File: src/rtl/resv_pkg.sv
package resv_pkg;

  typedef enum logic [1:0] {
    OP_LDX = 2'd0,
    OP_STX = 2'd1,
    OP_ST  = 2'd2,
    OP_CLR = 2'd3
  } resvOp_t;

  typedef enum logic {
    ST_OPEN = 1'b0,
    ST_RESV = 1'b1
  } resvState_t;

  // Strobes from control to the tag datapath
  typedef struct packed {
    logic loadTag;
  } resvStrobe_t;

endpackage

File: src/rtl/resv_datapath.sv
module resv_datapath
  import resv_pkg::*;
#(
  parameter int ADDR_W    = 32,
  parameter int GRAN_LOG2 = 3
) (
  input  logic              clk,
  input  logic              rstN,
  input  resvStrobe_t       strobe,
  input  logic [ADDR_W-1:0] reqAddr,
  output logic              tagHit
);

  localparam logic [ADDR_W-1:0] GRAN_MASK = {ADDR_W{1'b1}} << GRAN_LOG2;

  logic [ADDR_W-1:0] tagQ;
  logic [ADDR_W-1:0] reqGran;

  assign reqGran = reqAddr & GRAN_MASK;
  assign tagHit  = (reqGran == tagQ);

  always_ff @(posedge clk) begin
    if (!rstN) begin
      tagQ <= '0;
    end else if (strobe.loadTag) begin
      tagQ <= reqGran;
    end
  end

  // the recorded granule only changes on a reserving load
  p_tag_hold_r2: assert property (@(posedge clk) disable iff (!rstN)
    !strobe.loadTag |=> $stable(tagQ));

  // right after a load, the same address hits
  p_load_hits_r10: assert property (@(posedge clk) disable iff (!rstN)
    (strobe.loadTag && rstN) ##1 $stable(reqAddr) |-> tagHit);

endmodule

File: src/rtl/resv_ctrl.sv
module resv_ctrl
  import resv_pkg::*;
(
  input  logic        clk,
  input  logic        rstN,
  input  logic        reqValid,
  input  logic [1:0]  reqOp,
  input  logic        excPulse,
  input  logic        tagHit,
  output resvStrobe_t strobe,
  output logic        memWrEn,
  output logic        stxDone,
  output logic        stxFail
);

  resvState_t stateQ, stateD;
  logic isLdx, isStx, isSt, isClr;
  logic resvLive, stxPass;

  assign isLdx = reqValid && (reqOp == OP_LDX);
  assign isStx = reqValid && (reqOp == OP_STX);
  assign isSt  = reqValid && (reqOp == OP_ST);
  assign isClr = reqValid && (reqOp == OP_CLR);

  // An exception in the same cycle acts before the request
  assign resvLive = (stateQ == ST_RESV) && !excPulse;
  assign stxPass  = isStx && resvLive && tagHit;

  assign memWrEn        = isSt || stxPass;
  assign strobe.loadTag = isLdx && !excPulse;

  always_comb begin
    stateD = stateQ;
    if (excPulse || isClr || isStx) begin
      stateD = ST_OPEN;
    end else if (isLdx) begin
      stateD = ST_RESV;
    end else if (isSt && tagHit) begin
      stateD = ST_OPEN;
    end
  end

  always_ff @(posedge clk) begin
    if (!rstN) begin
      stateQ  <= ST_OPEN;
      stxDone <= 1'b0;
      stxFail <= 1'b0;
    end else begin
      stateQ  <= stateD;
      stxDone <= isStx;
      stxFail <= isStx && !stxPass;
    end
  end


  p_ldx_reserves_r2: assert property (@(posedge clk) disable iff (!rstN)
    isLdx && !excPulse |=> stateQ == ST_RESV);

  p_stx_drops_r3: assert property (@(posedge clk) disable iff (!rstN)
    isStx |=> stateQ == ST_OPEN);
  p_stx_write_ok_r3: assert property (@(posedge clk) disable iff (!rstN)
    isStx && memWrEn |=> stxDone && !stxFail);

  p_open_stx_fails_r4: assert property (@(posedge clk) disable iff (!rstN)
    isStx && stateQ == ST_OPEN |=> stxFail);

  p_miss_stx_fails_r5: assert property (@(posedge clk) disable iff (!rstN)
    isStx && !tagHit |=> stxFail);

  p_st_miss_keeps_r6: assert property (@(posedge clk) disable iff (!rstN)
    isSt && !tagHit && !excPulse |=> stateQ == $past(stateQ));

  p_forced_open_r8: assert property (@(posedge clk) disable iff (!rstN)
    excPulse || isClr |=> stateQ == ST_OPEN);

  p_fail_needs_done_r9: assert property (@(posedge clk) disable iff (!rstN)
    stxFail |-> stxDone);

endmodule

File: src/rtl/resv_monitor.sv
module resv_monitor
  import resv_pkg::*;
#(
  parameter int ADDR_W    = 32,
  parameter int GRAN_LOG2 = 3
) (
  input  logic              clk,
  input  logic              rstN,
  input  logic              reqValid,
  input  logic [1:0]        reqOp,
  input  logic [ADDR_W-1:0] reqAddr,
  input  logic              excPulse,
  output logic              memWrEn,
  output logic              stxDone,
  output logic              stxFail
);

  resvStrobe_t strobe;
  logic        tagHit;

  resv_ctrl ctrl_i (
    .clk      (clk),
    .rstN     (rstN),
    .reqValid (reqValid),
    .reqOp    (reqOp),
    .excPulse (excPulse),
    .tagHit   (tagHit),
    .strobe   (strobe),
    .memWrEn  (memWrEn),
    .stxDone  (stxDone),
    .stxFail  (stxFail)
  );

  resv_datapath #(
    .ADDR_W    (ADDR_W),
    .GRAN_LOG2 (GRAN_LOG2)
  ) dp_i (
    .clk     (clk),
    .rstN    (rstN),
    .strobe  (strobe),
    .reqAddr (reqAddr),
    .tagHit  (tagHit)
  );

endmodule

File: config.mk
export PLATFORM = sky130hd
export DESIGN_NAME = resv_monitor
export DESIGN_NICKNAME = d
export VERILOG_FILES = /design/src/rtl/resv_pkg.sv /design/src/rtl/resv_datapath.sv /design/src/rtl/resv_ctrl.sv /design/src/rtl/resv_monitor.sv
export SDC_FILE = /design/constraint.sdc
export NUM_CORES = 1
export LEC_CHECK = 0
export BUFFER_PORTS_ARGS = -buffer_cell sky130_fd_sc_hd__buf_4
export CORE_MARGIN = 3
export CORE_UTILIZATION = 25
export DETAILED_ROUTE_END_ITERATION = 10
export PLACE_DENSITY = 0.43
export SLEW_MARGIN = 20
export SYNTH_ARGS = -nofsm -noshare
export SYNTH_HDL_FRONTEND = slang
export SYNTH_SLANG_ARGS = --single-unit
File: constraint.sdc
create_clock -name clk -period 1.45 [get_ports clk]
set_input_delay 0.0725 -clock clk [delete_from_list [all_inputs] [get_ports clk]]
set_output_delay 0.0725 -clock clk [all_outputs]
set_load 0.01 [all_outputs]
== After elaboration in Yosys (flattened, before gate mapping) ==
Cells that the tools add are included.
Widths: inputs -> output; s select.
Operators by class
  muxes and demuxes: 2
  equal/unequal tests: 4
  bitwise operators: 1
  reductions and logical operators: 18
Operators by type and width (count)
  $eq 29x29->1: 1
  $logic_and 1x1->1: 10
  $eq 2x2->1 const B: 2
  $logic_or 1x1->1: 3
  $eq 2x1->1 const B: 1
  $logic_not 1->1: 2
  $logic_not 2->1: 1
  $mux 1: 2
  $reduce_bool 2->1: 1
  $reduce_or 2->1: 1
  $not 1->1: 1
Word-level totals
  word-level logic and storage cells: 29
  input bits: 38
  register bits: 32
  output and inout port bits: 3

== Longest topological paths before layout ==
Gate-level depths: netlist (run 1).
  word-level depth: 6
  gate-level depth with buffers: 6
  depth with buffers taken out: 5

== Modules after synthesis ==
Synthesis (run 1) repeated with hierarchy kept, for this count alone.
Unflattened totals
  cell total of the unflattened synthesis: 147
  area, all modules: 1555.2 µm²
Modules (own cells, without submodules)
  resv_datapath: area each 1403.8 µm², instances 1, sequential area each 580.6 µm², cells each 132
  resv_ctrl: area each 151.4 µm², instances 1, sequential area each 60.1 µm², cells each 15

== Worst setup path before layout (run 1) ==
OpenSTA, ideal clock, no wires.
  path kind: flip-flop to output port
  from: reg dp_i.tagQ[7]
  to: out memWrEn
  data required time: 1378 ps
  data arrival time: 1554 ps
  cell stages (with the launch flop): 6
  path slack: -176 ps
  cells stage by stage: dfxtp_1 xor2_1 nor4_1 nand4_1 or4_1 o21ai_1
Between the ends
  longest elaborated chain between the ends: 3
Ends and longest elaborated chain
  start, declared: RTL line resv_datapath.sv:16  | logic [ADDR_W-1:0] tagQ;
  start signal, assigned: RTL line resv_datapath.sv:26  | tagQ <= reqGran;
  $eq 29x29->1: RTL line resv_datapath.sv:20  | assign tagHit = (reqGran == tagQ);
  $logic_and 1x1->1: RTL line resv_ctrl.sv:27  | assign stxPass = isStx && resvLive && tagHit;
  $logic_or 1x1->1: RTL line resv_ctrl.sv:29  | assign memWrEn = isSt || stxPass;
  end, declared: RTL line resv_monitor.sv:13  | output logic memWrEn,
No other way between the ends.

== Final worst setup path (run 1) ==
  from: reg dp_i.tagQ[10]
  to: out memWrEn
Same word-level chain as after synthesis.

==> results of run 1 <==
-- through the flow --
step	setup TNS (ns)	setup slack [ns]	cells	cell area, sq um	power [W]
finish	-1.00	-0.615	301	2100	0.00186
global route	-1.46	-0.796	301	2100	0.00197
CTS	-1.17	-0.691	301	2070	0.00189
detailed placement	-1.31	-0.519	291	1920	0.00116
global placement	-1.26	-0.463	291	1920	0.00116
floorplan	-0.135	-0.135	184	1530	0.00103
-- power by group through the flow --
stage | clock network (W) | registers [W] | logic (W)
2_1_floorplan | 0 | 0.000928 | 0.0000975
3_3_place_gp | 0 | 0.000929 | 0.000234
3_5_place_dp | 0 | 0.000929 | 0.000233
4_1_cts | 0.000740 | 0.000909 | 0.000243
5_1_grt | 0.000787 | 0.000911 | 0.000271
6_report | 0.000704 | 0.000910 | 0.000243
-- metal layers --
metal	track usage, %	routed length, um	part of all wire (%)
met1	14.4	1740	46
met2	17.9	1790	47
met3	3.24	183	4.8
met4	4.39	61	1.6
met5	0	0	0
-- final cells by class --
| class | instances | area [sq um] |
|---|---|---|
| Sequential cell | 32 | 649 |
| Multi-Input combinational cell | 142 | 922 |
| Clock buffer | 8 | 90.1 |
| Timing Repair Buffer | 46 | 345 |
| Tap cell | 72 | 90.1 |
| Fill cell | 611 | 3610 |
| Inverter | 1 | 3.75 |
-- repair_timing --
item                       in CTS  in global routing
setup buffers                   5                  0
setup endpoints to repair       3                  3
hold buffers                    0                  0
cloned                          0                  0
pin swaps                      13                  5
resized for setup              12                  5
-- cells in the final DEF (no fill, tap or decap), types with 2 or more instances in the layout --
cell / count
a21boi_1: 2
nor4_4: 2
nand2_1: 60
nand3b_1: 3
nor4_2: 3
clkbuf_1: 2
xor2_2: 2
dfxtp_2: 7
a21boi_0: 28
buf_4: 46
xnor2_1: 9
nand4_1: 3
dfxtp_1: 25
xor2_1: 18
clkbuf_8: 6
-- worst max path at each step --
| stage | from | endpoint | depth (start not counted) |
|---|---|---|---|
| after floorplan | dp_i.tagQ[18] | memWrEn | 5 |
| after global placement | dp_i.tagQ[13] | memWrEn | 6 |
| final | dp_i.tagQ[10] | memWrEn | 6 |
| after detailed placement | dp_i.tagQ[19] | memWrEn | 6 |
| after CTS | dp_i.tagQ[10] | memWrEn | 6 |
| after global routing | dp_i.tagQ[10] | memWrEn | 6 |
-- state kept, by name, indices dropped and copies added (netlist names) --
| name | cells |
|---|---|
| dp_i.tagQ | 29 |
| ctrl_i.stxFail | 1 |
| ctrl_i.stateQ | 1 |
| ctrl_i.stxDone | 1 |
-- cell families after synthesis --
logic type             count (synthesis)  synth area share [%]
AND/OR/NAND/NOR                       80                  23.0
AO/OA/AOI/OAI                         33                  15.8
flip-flops                            32                  42.0
XOR/XNOR                              29                  16.6
buffers and inverters                 10                  2.62
-- worst min-delay path, cell delays in order --
cell	delay, ns
buf_4	0.12
nand2_1	0.05
a21boi_1	0.05
==> impl_metrics.tcl, run 1 <==
set metrics [dict create \
    arrival_ns 1.99 \
    tritoncts "done" \
    swShare_pct 23.8 \
    internal_power_w 0.00141 \
    start_util_pct 26.7 \
    clk_pin_slew_ns 0.06 \
    critPathKind "register to output pin" \
    crit_path_cell_trace "xor2_1 > nor4_2 > nand4_1 > or4_4 > o21ai_2 > buf_4" \
    netlist_instances 184 \
    p_leak_nw 0.810 \
    ys_seq_elements 32 \
    fp.dieArea_sq_um 7080 \
    maxCapViolCount 0 \
    reg2reg_slack_ns -0.21 \
    synth_top_cell_by_area "dfxtp_1" \
    dieHeight_um 84.1 \
    rows 27 \
    finalNetCount 266 \
    drt-vias-per-instance 4.44 \
    netSwitchingPower_w 0.000443 \
    crit_buf_inv 1 \
    synth_common_cells "nand2_1, dfxtp_1, a21boi_0" \
    grt_pass1_vias 1318 \
    worstPathRequired_ns 1.38 \
    ys_seq_area_share_pct 42.0 \
    synth.most_common_cell "nand2_1" \
    first_iter_violations 27 \
    cts.sinks 32 \
    synth_area_sq_um 1530 \
    combPwrFrac_pct 13.1 \
    hpwl_um 2750 \
    synth_top_cell_area_share_pct 42.0 \
    setup_viol 3 \
    holdPathEnd "dp_i.tagQ[27]" \
    outcome "complete, but fails checks" \
    powerDensity_nw_per_um2 884 \
    antenna_found_initial 0 \
    io_buffers 37 \
    hold_viol_final 0 \
    synth.area.top_cells "dfxtp_1, nand2_1, a21boi_0" \
    grt_max_degree 33 \
    hold_class "input pin to register" \
    finalCritPeriodShare_pct 142 \
    syn2layout_area_growth_pct 37.6 \
    worst_slack_ns -0.615 \
    async_flop_share_pct 0 \
    drv_slew 0 \
    slew_headroom_pct 79.9 \
    synth_nets 222 \
    seqPwrFrac_pct 49.0 \
    p_clk_share_pct 37.9 \
    min_period_ns 2.07 \
    avgSynthCellArea_sq_um 8.30 \
    synth_cell_type_count 24 \
    rsz0062_at_grt "true" \
    drtPass1Iterations 4 \
    layout-drive-gt1-share_pct 30.1 \
    min_from "reqAddr[27]" \
    htreeDepth 2 \
    worstSetupStartpointType "register" \
    reg2reg_from "dp_i.tagQ[19]" \
    antenna_cells 0 \
    slowest_delay_ns 0.56 \
    cp_top_family "simple AND/OR/NAND/NOR gates" \
    wl_um 3780 \
    synth_edf_count 0 \
    crit_path_end_kind "output pin" \
    worst_pin_slew_ns 0.301 \
    ys_warn_count 0 \
    final_util_pct 36.8 \
    cts_buffers 5 \
    fmax_mhz 484 \
    clock-root-buffer "clkbuf_8" \
    synth_ff_type "dfxtp_1" \
    wire_per_inst_um 12.5 \
    skew_ns 0.00123 \
    vias 1336 \
    violations "setup timing" \
    die_x_um 84.1 \
    gr-total-overflow 0 \
    ant_nets 0 \
    clock_path_buffers 2 \
    crit_path_max_fanout 2 \
    core-area_sq_um 5710 \
    pin_count 41 \
    clk_latency_ns 0.28 \
    grt_pass1_wl_um 6290 \
    peakVddDrop_uv 406 \
    whs_path_depth 3 \
    hold_ws_ns 0.0496 \
    grt_util_all_layers_pct 11.2 \
    gp_congestion 0.719 \
    crit_path_top_delay_cell "or4_4" \
    worstRegToRegCells 6 \
    r2r-end "ctrl_i.stxFail" \
    route.detailed.drc 0 \
]
No activity file was read; power rests on OpenSTA's default activity.
==> run 2, diff against run 1 <==
--- a/config.mk
+++ b/config.mk
@@ -9,7 +9,8 @@
 export CORE_MARGIN = 3
 export CORE_UTILIZATION = 25
 export DETAILED_ROUTE_END_ITERATION = 10
-export PLACE_DENSITY = 0.43
+export PLACE_DENSITY = 0.55
+export SKIP_CTS_REPAIR_TIMING = 1
 export SLEW_MARGIN = 20
 export SYNTH_ARGS = -nofsm -noshare
 export SYNTH_HDL_FRONTEND = slang
==> impl_metrics.tcl, run 2 (same netlist as run 1, synthesis figures left out) <==
set metrics [dict create \
    outcome "complete, but fails checks" \
    violations "setup timing" \
    io_buffers 37 \
    crit_buf_inv 1 \
    arrival_ns 2.00 \
    hold_class "input pin to register" \
    antenna_found_initial 0 \
    slew_headroom_pct 80.2 \
    first_iter_violations 43 \
    route.detailed.drc 0 \
    fmax_mhz 483 \
    power_w 0.00185 \
    tritoncts "done" \
    clk_pin_slew_ns 0.06 \
    fp.dieArea_sq_um 7080 \
    critPathKind "register to output pin" \
    worstPathRequired_ns 1.38 \
    cts.sinks 32 \
    crit_path_top_delay_cell "or4_4" \
    hold_viol_final 0 \
    grt_pass1_vias 1324 \
    rsz0062_at_grt "true" \
    routed.top_layer "met4" \
    pin_count 41 \
    vias 1297 \
    cp_top_family "simple AND/OR/NAND/NOR gates" \
    clk_latency_ns 0.28 \
    dpl_cell_area_sq_um 1960 \
    slowest_delay_ns 0.54 \
    place_inst 294 \
    grt_pass1_wl_um 6140 \
    wl_met3_um 165 \
    gp_congestion 0.760 \
    start_util_pct 26.7 \
    layout_common_cells "nand2_1, buf_4, a21boi_0, dfxtp_1, xor2_1" \
    clock_path_buffers 2 \
    setup_viol 3 \
    stdcell_area_sq_um 2090 \
    powerDensity_nw_per_um2 883 \
    worst_pin_slew_ns 0.296 \
    grt_max_degree 33 \
    wl_um 3680 \
    crit_path_cell_trace "xor2_1 > nor4_1 > nand4_1 > or4_4 > o21ai_2 > buf_4" \
    wire_per_inst_um 12.2 \
    crit_path_end_kind "output pin" \
    peakVddDrop_uv 372 \
    die_x_um 84.1 \
    gr-total-overflow 0 \
    maxCapViolCount 0 \
    finalCritPeriodShare_pct 143 \
    skew_ns 0.00255 \
    final_common_cell "nand2_1" \
    worstSetupStartpointType "register" \
    syn2layout_area_growth_pct 37.0 \
    htreeDepth 2 \
    crit_path_max_fanout 2 \
    cts_buffers 5 \
    finalNetCount 267 \
    hpwl_um 2690 \
    ant_nets 0 \
    dieHeight_um 84.1 \
    layout-drive-gt1-share_pct 29.1 \
    largest_reg_flops 29 \
    clock-root-buffer "clkbuf_8" \
    p_leak_nw 0.822 \
    wl_met1_um 1810 \
    core-area_sq_um 5710 \
    final_util_pct 36.6 \
    grt_util_all_layers_pct 10.9 \
    drv_slew 0 \
    drt-vias-per-instance 4.29 \
    drtPass1Iterations 4 \
    min_period_ns 2.07 \
    wl_met2_um 1650 \
    regMostFlops "dp_i.tagQ" \
    worst_slack_ns -0.621 \
    rows 27 \
    final_cell_count_no_fill 302 \
    antenna_cells 0 \
]
run 2: cell count changes in the layout (fill, tap and decap cells not counted), sizes merged:
cell | before | now
clkinv | 0 | 2
buf | 46 | 47
clkbuf | 8 | 6
run 2: stage by stage:
| stage | hold slack [ns] | worst slack, ns | TNS, ns |
|---|---|---|---|
| 6_report | 0.0452 | -0.621 | -0.717 |
| 5_1_grt | 0.0579 | -0.767 | -1.13 |
| 4_1_cts | 0.0342 | -0.692 | -1.37 |
| 3_5_place_dp | 0.346 | -0.358 | -0.985 |
| 3_3_place_gp | 0.340 | -0.329 | -0.866 |
| 2_1_floorplan | 0.207 | -0.135 | -0.135 |
run 2: path summary, 6_finish.rpt:
check	slack (ns)	end	cells after the start	from
setup / recovery	-0.62	memWrEn	6	dp_i.tagQ[18]
hold / removal	0.05	dp_i.tagQ[27]	3	reqAddr[27]
setup reg to reg	-0.06	ctrl_i.stxFail	7	dp_i.tagQ[31]
hold reg to reg	0.47	dp_i.tagQ[18]	2	dp_i.tagQ[18]
run 2: where the power goes:
part	internal, W	switching, W
sequential	0.000899	0.0000107
clock	0.000378	0.000323
combinational	0.000128	0.000108
total	0.00141	0.000442
run 2: worst reg2reg max path: stages (launching register included):
cell	delay [ns]
dfxtp_2	0.33
xor2_2	0.14
nor4_2	0.28
buf_4	0.16
nand4_1	0.10
buf_4	0.16
nor4_4	0.14
a21boi_1	0.09
run 2: area by class of cell:
| class | instances | area, sq um |
|---|---|---|
| Fill cell | 584 | 3620 |
| Multi-Input combinational cell | 142 | 893 |
| Sequential cell | 32 | 647 |
| Timing Repair Buffer | 47 | 365 |
| Tap cell | 72 | 90.1 |
| Clock buffer | 6 | 82.6 |
| Clock inverter | 2 | 10.0 |
| Inverter | 1 | 3.75 |
run 2: layer usage:
layer / global-route usage (%) / vias up
li1: - / 694
met1: 13.5 / 570
met2: 17.6 / 27
met3: 3.34 / 6
met4: 4.39 / 0
met5: 0 / -
==> run 3, diff against run 2 <==
==> constraint.sdc (replaced) <==
create_clock -name clk -period 1.45 [get_ports clk]
set_input_delay 0.0725 -clock clk [delete_from_list [all_inputs] [get_ports clk]]
set_output_delay 0.0725 -clock clk [all_outputs]
set_load 0.005 [all_outputs]
==> impl_metrics.tcl, run 3 (same netlist as run 1, synthesis figures left out) <==
set metrics [dict create \
    crit_path_end_kind "output pin" \
    hold_class "input pin to register" \
    pin_count 41 \
    layout-drive-gt1-share_pct 24.7 \
    rsz0062_at_grt "true" \
    syn2layout_area_growth_pct 33.0 \
    route.detailed.drc 0 \
    worstPathRequired_ns 1.38 \
    register_area_sq_um 644 \
    die_x_um 84.1 \
    dpl_cell_area_sq_um 1910 \
    wl_um 3450 \
    place_ws_ns -0.340 \
    start_util_pct 26.7 \
    worst_slack_ns -0.577 \
    regMostFlops "dp_i.tagQ" \
    fmax_mhz 493 \
    outcome "complete, but fails checks" \
    finalNetCount 260 \
    cts.sinks 32 \
    slew_headroom_pct 75.2 \
    grt_max_degree 33 \
    grt_util_all_layers_pct 10.2 \
    clock_path_buffers 2 \
    htreeDepth 2 \
    antenna_found_initial 0 \
    crit_path_max_fanout 2 \
    ant_nets 0 \
    grt_pass1_wl_um 5790 \
    antenna_cells 0 \
    gr-total-overflow 0 \
    final_common_cell "nand2_1" \
    rows 27 \
    min_period_ns 2.03 \
    final_util_pct 35.6 \
    first_iter_violations 116 \
    tritoncts "done" \
    arrival_ns 1.95 \
    finalCritPeriodShare_pct 140 \
    setup_viol 3 \
    io_buffers 37 \
    hold_viol_final 0 \
    gp_congestion 0.685 \
    worstRegToRegCells 5 \
    whs_path_depth 3 \
    hpwl_um 2400 \
    p_leak_nw 0.776 \
    worstSetupStartpointType "register" \
    dieHeight_um 84.1 \
    clock-root-buffer "clkbuf_8" \
    stdcell_area_sq_um 2030 \
    peakVddDrop_uv 321 \
    core-area_sq_um 5710 \
    violations "setup timing" \
    largest_reg_flops 29 \
    powerDensity_nw_per_um2 905 \
    worst_pin_slew_ns 0.368 \
    clk_pin_slew_ns 0.06 \
    critPathKind "register to output pin" \
    skew_ns 0.00268 \
    drt-vias-per-instance 4.34 \
    layout_common_cells "nand2_1, buf_4, a21boi_0, dfxtp_1, xor2_1" \
    cts_buffers 5 \
    clk_latency_ns 0.28 \
    drtPass1Iterations 4 \
    fill_cells 601 \
    grt_pass1_vias 1233 \
    fp.dieArea_sq_um 7080 \
    maxCapViolCount 0 \
    drv_slew 0 \
    wire_per_inst_um 11.7 \
    multiInputGateArea_sq_um 877 \
    vias 1280 \
]
-- run 3: cell types whose count changed in the layout (fill, tap and decap cells not counted), moves of 2 or more --
| cell | change |
|---|---|
| buf_4 | -8 |
| clkbuf_1 | +2 |
| clkinv_2 | -2 |
| dfxtp_1 | +2 |
| dfxtp_2 | -2 |
-- run 3: worst max-delay path, stage by stage (launching register included) --
cell and delay (ns):
dfxtp_2 0.32, xor2_1 0.14, nor4_1 0.27, nand4_1 0.16
or4_4 0.54, o21ai_2 0.12, buf_4 0.12
-- run 3: routing by layer --
metal / track usage [%] / wire length, um / vias up
li1: - / - / 680
met1: 13.6 / 1730 / 575
met2: 15.6 / 1550 / 22
met3: 4.02 / 157 / 3
met4: 2.63 / 24 / 0
met5: 0 / 0 / -
-- run 3: where the power goes --
| group | leakage [nW] | total (W) | switching [W] | internal (W) |
|---|---|---|---|---|
| Combinational | 0.470 | 0.000227 | 0.000103 | 0.000124 |
| Sequential | 0.260 | 0.000909 | 0.0000104 | 0.000898 |
| Clock | 0.0455 | 0.000703 | 0.000316 | 0.000387 |
-- run 3: worst paths after layout --
check | slack (ns) | end | from
min | 0.05 | dp_i.tagQ[27] | reqAddr[27]
max | -0.58 | memWrEn | dp_i.tagQ[6]
min reg2reg | 0.47 | dp_i.tagQ[20] | dp_i.tagQ[20]
max reg2reg | -0.22 | ctrl_i.stxFail | dp_i.tagQ[20]
-- run 3: stage by stage --
step           cells  hold slack (ns)  power (W)  TNS, ns
2_1_floorplan    184            0.207    0.00102  -0.0797
3_3_place_gp     287            0.347    0.00115   -0.787
3_5_place_dp     287            0.349    0.00115   -0.826
4_1_cts          295           0.0510    0.00186    -1.17
5_1_grt          295           0.0591    0.00193    -1.45
6_report         295           0.0515    0.00184   -0.974
-- run 3: layout make-up --
class / instances / area share [%]
tap: 72 / 4.44
sequential: 32 / 31.7
timing repair buffer: 40 / 16.0
clock buffer: 8 / 4.44
multi-input combinational: 142 / 43.2
inverter: 1 / 0.185
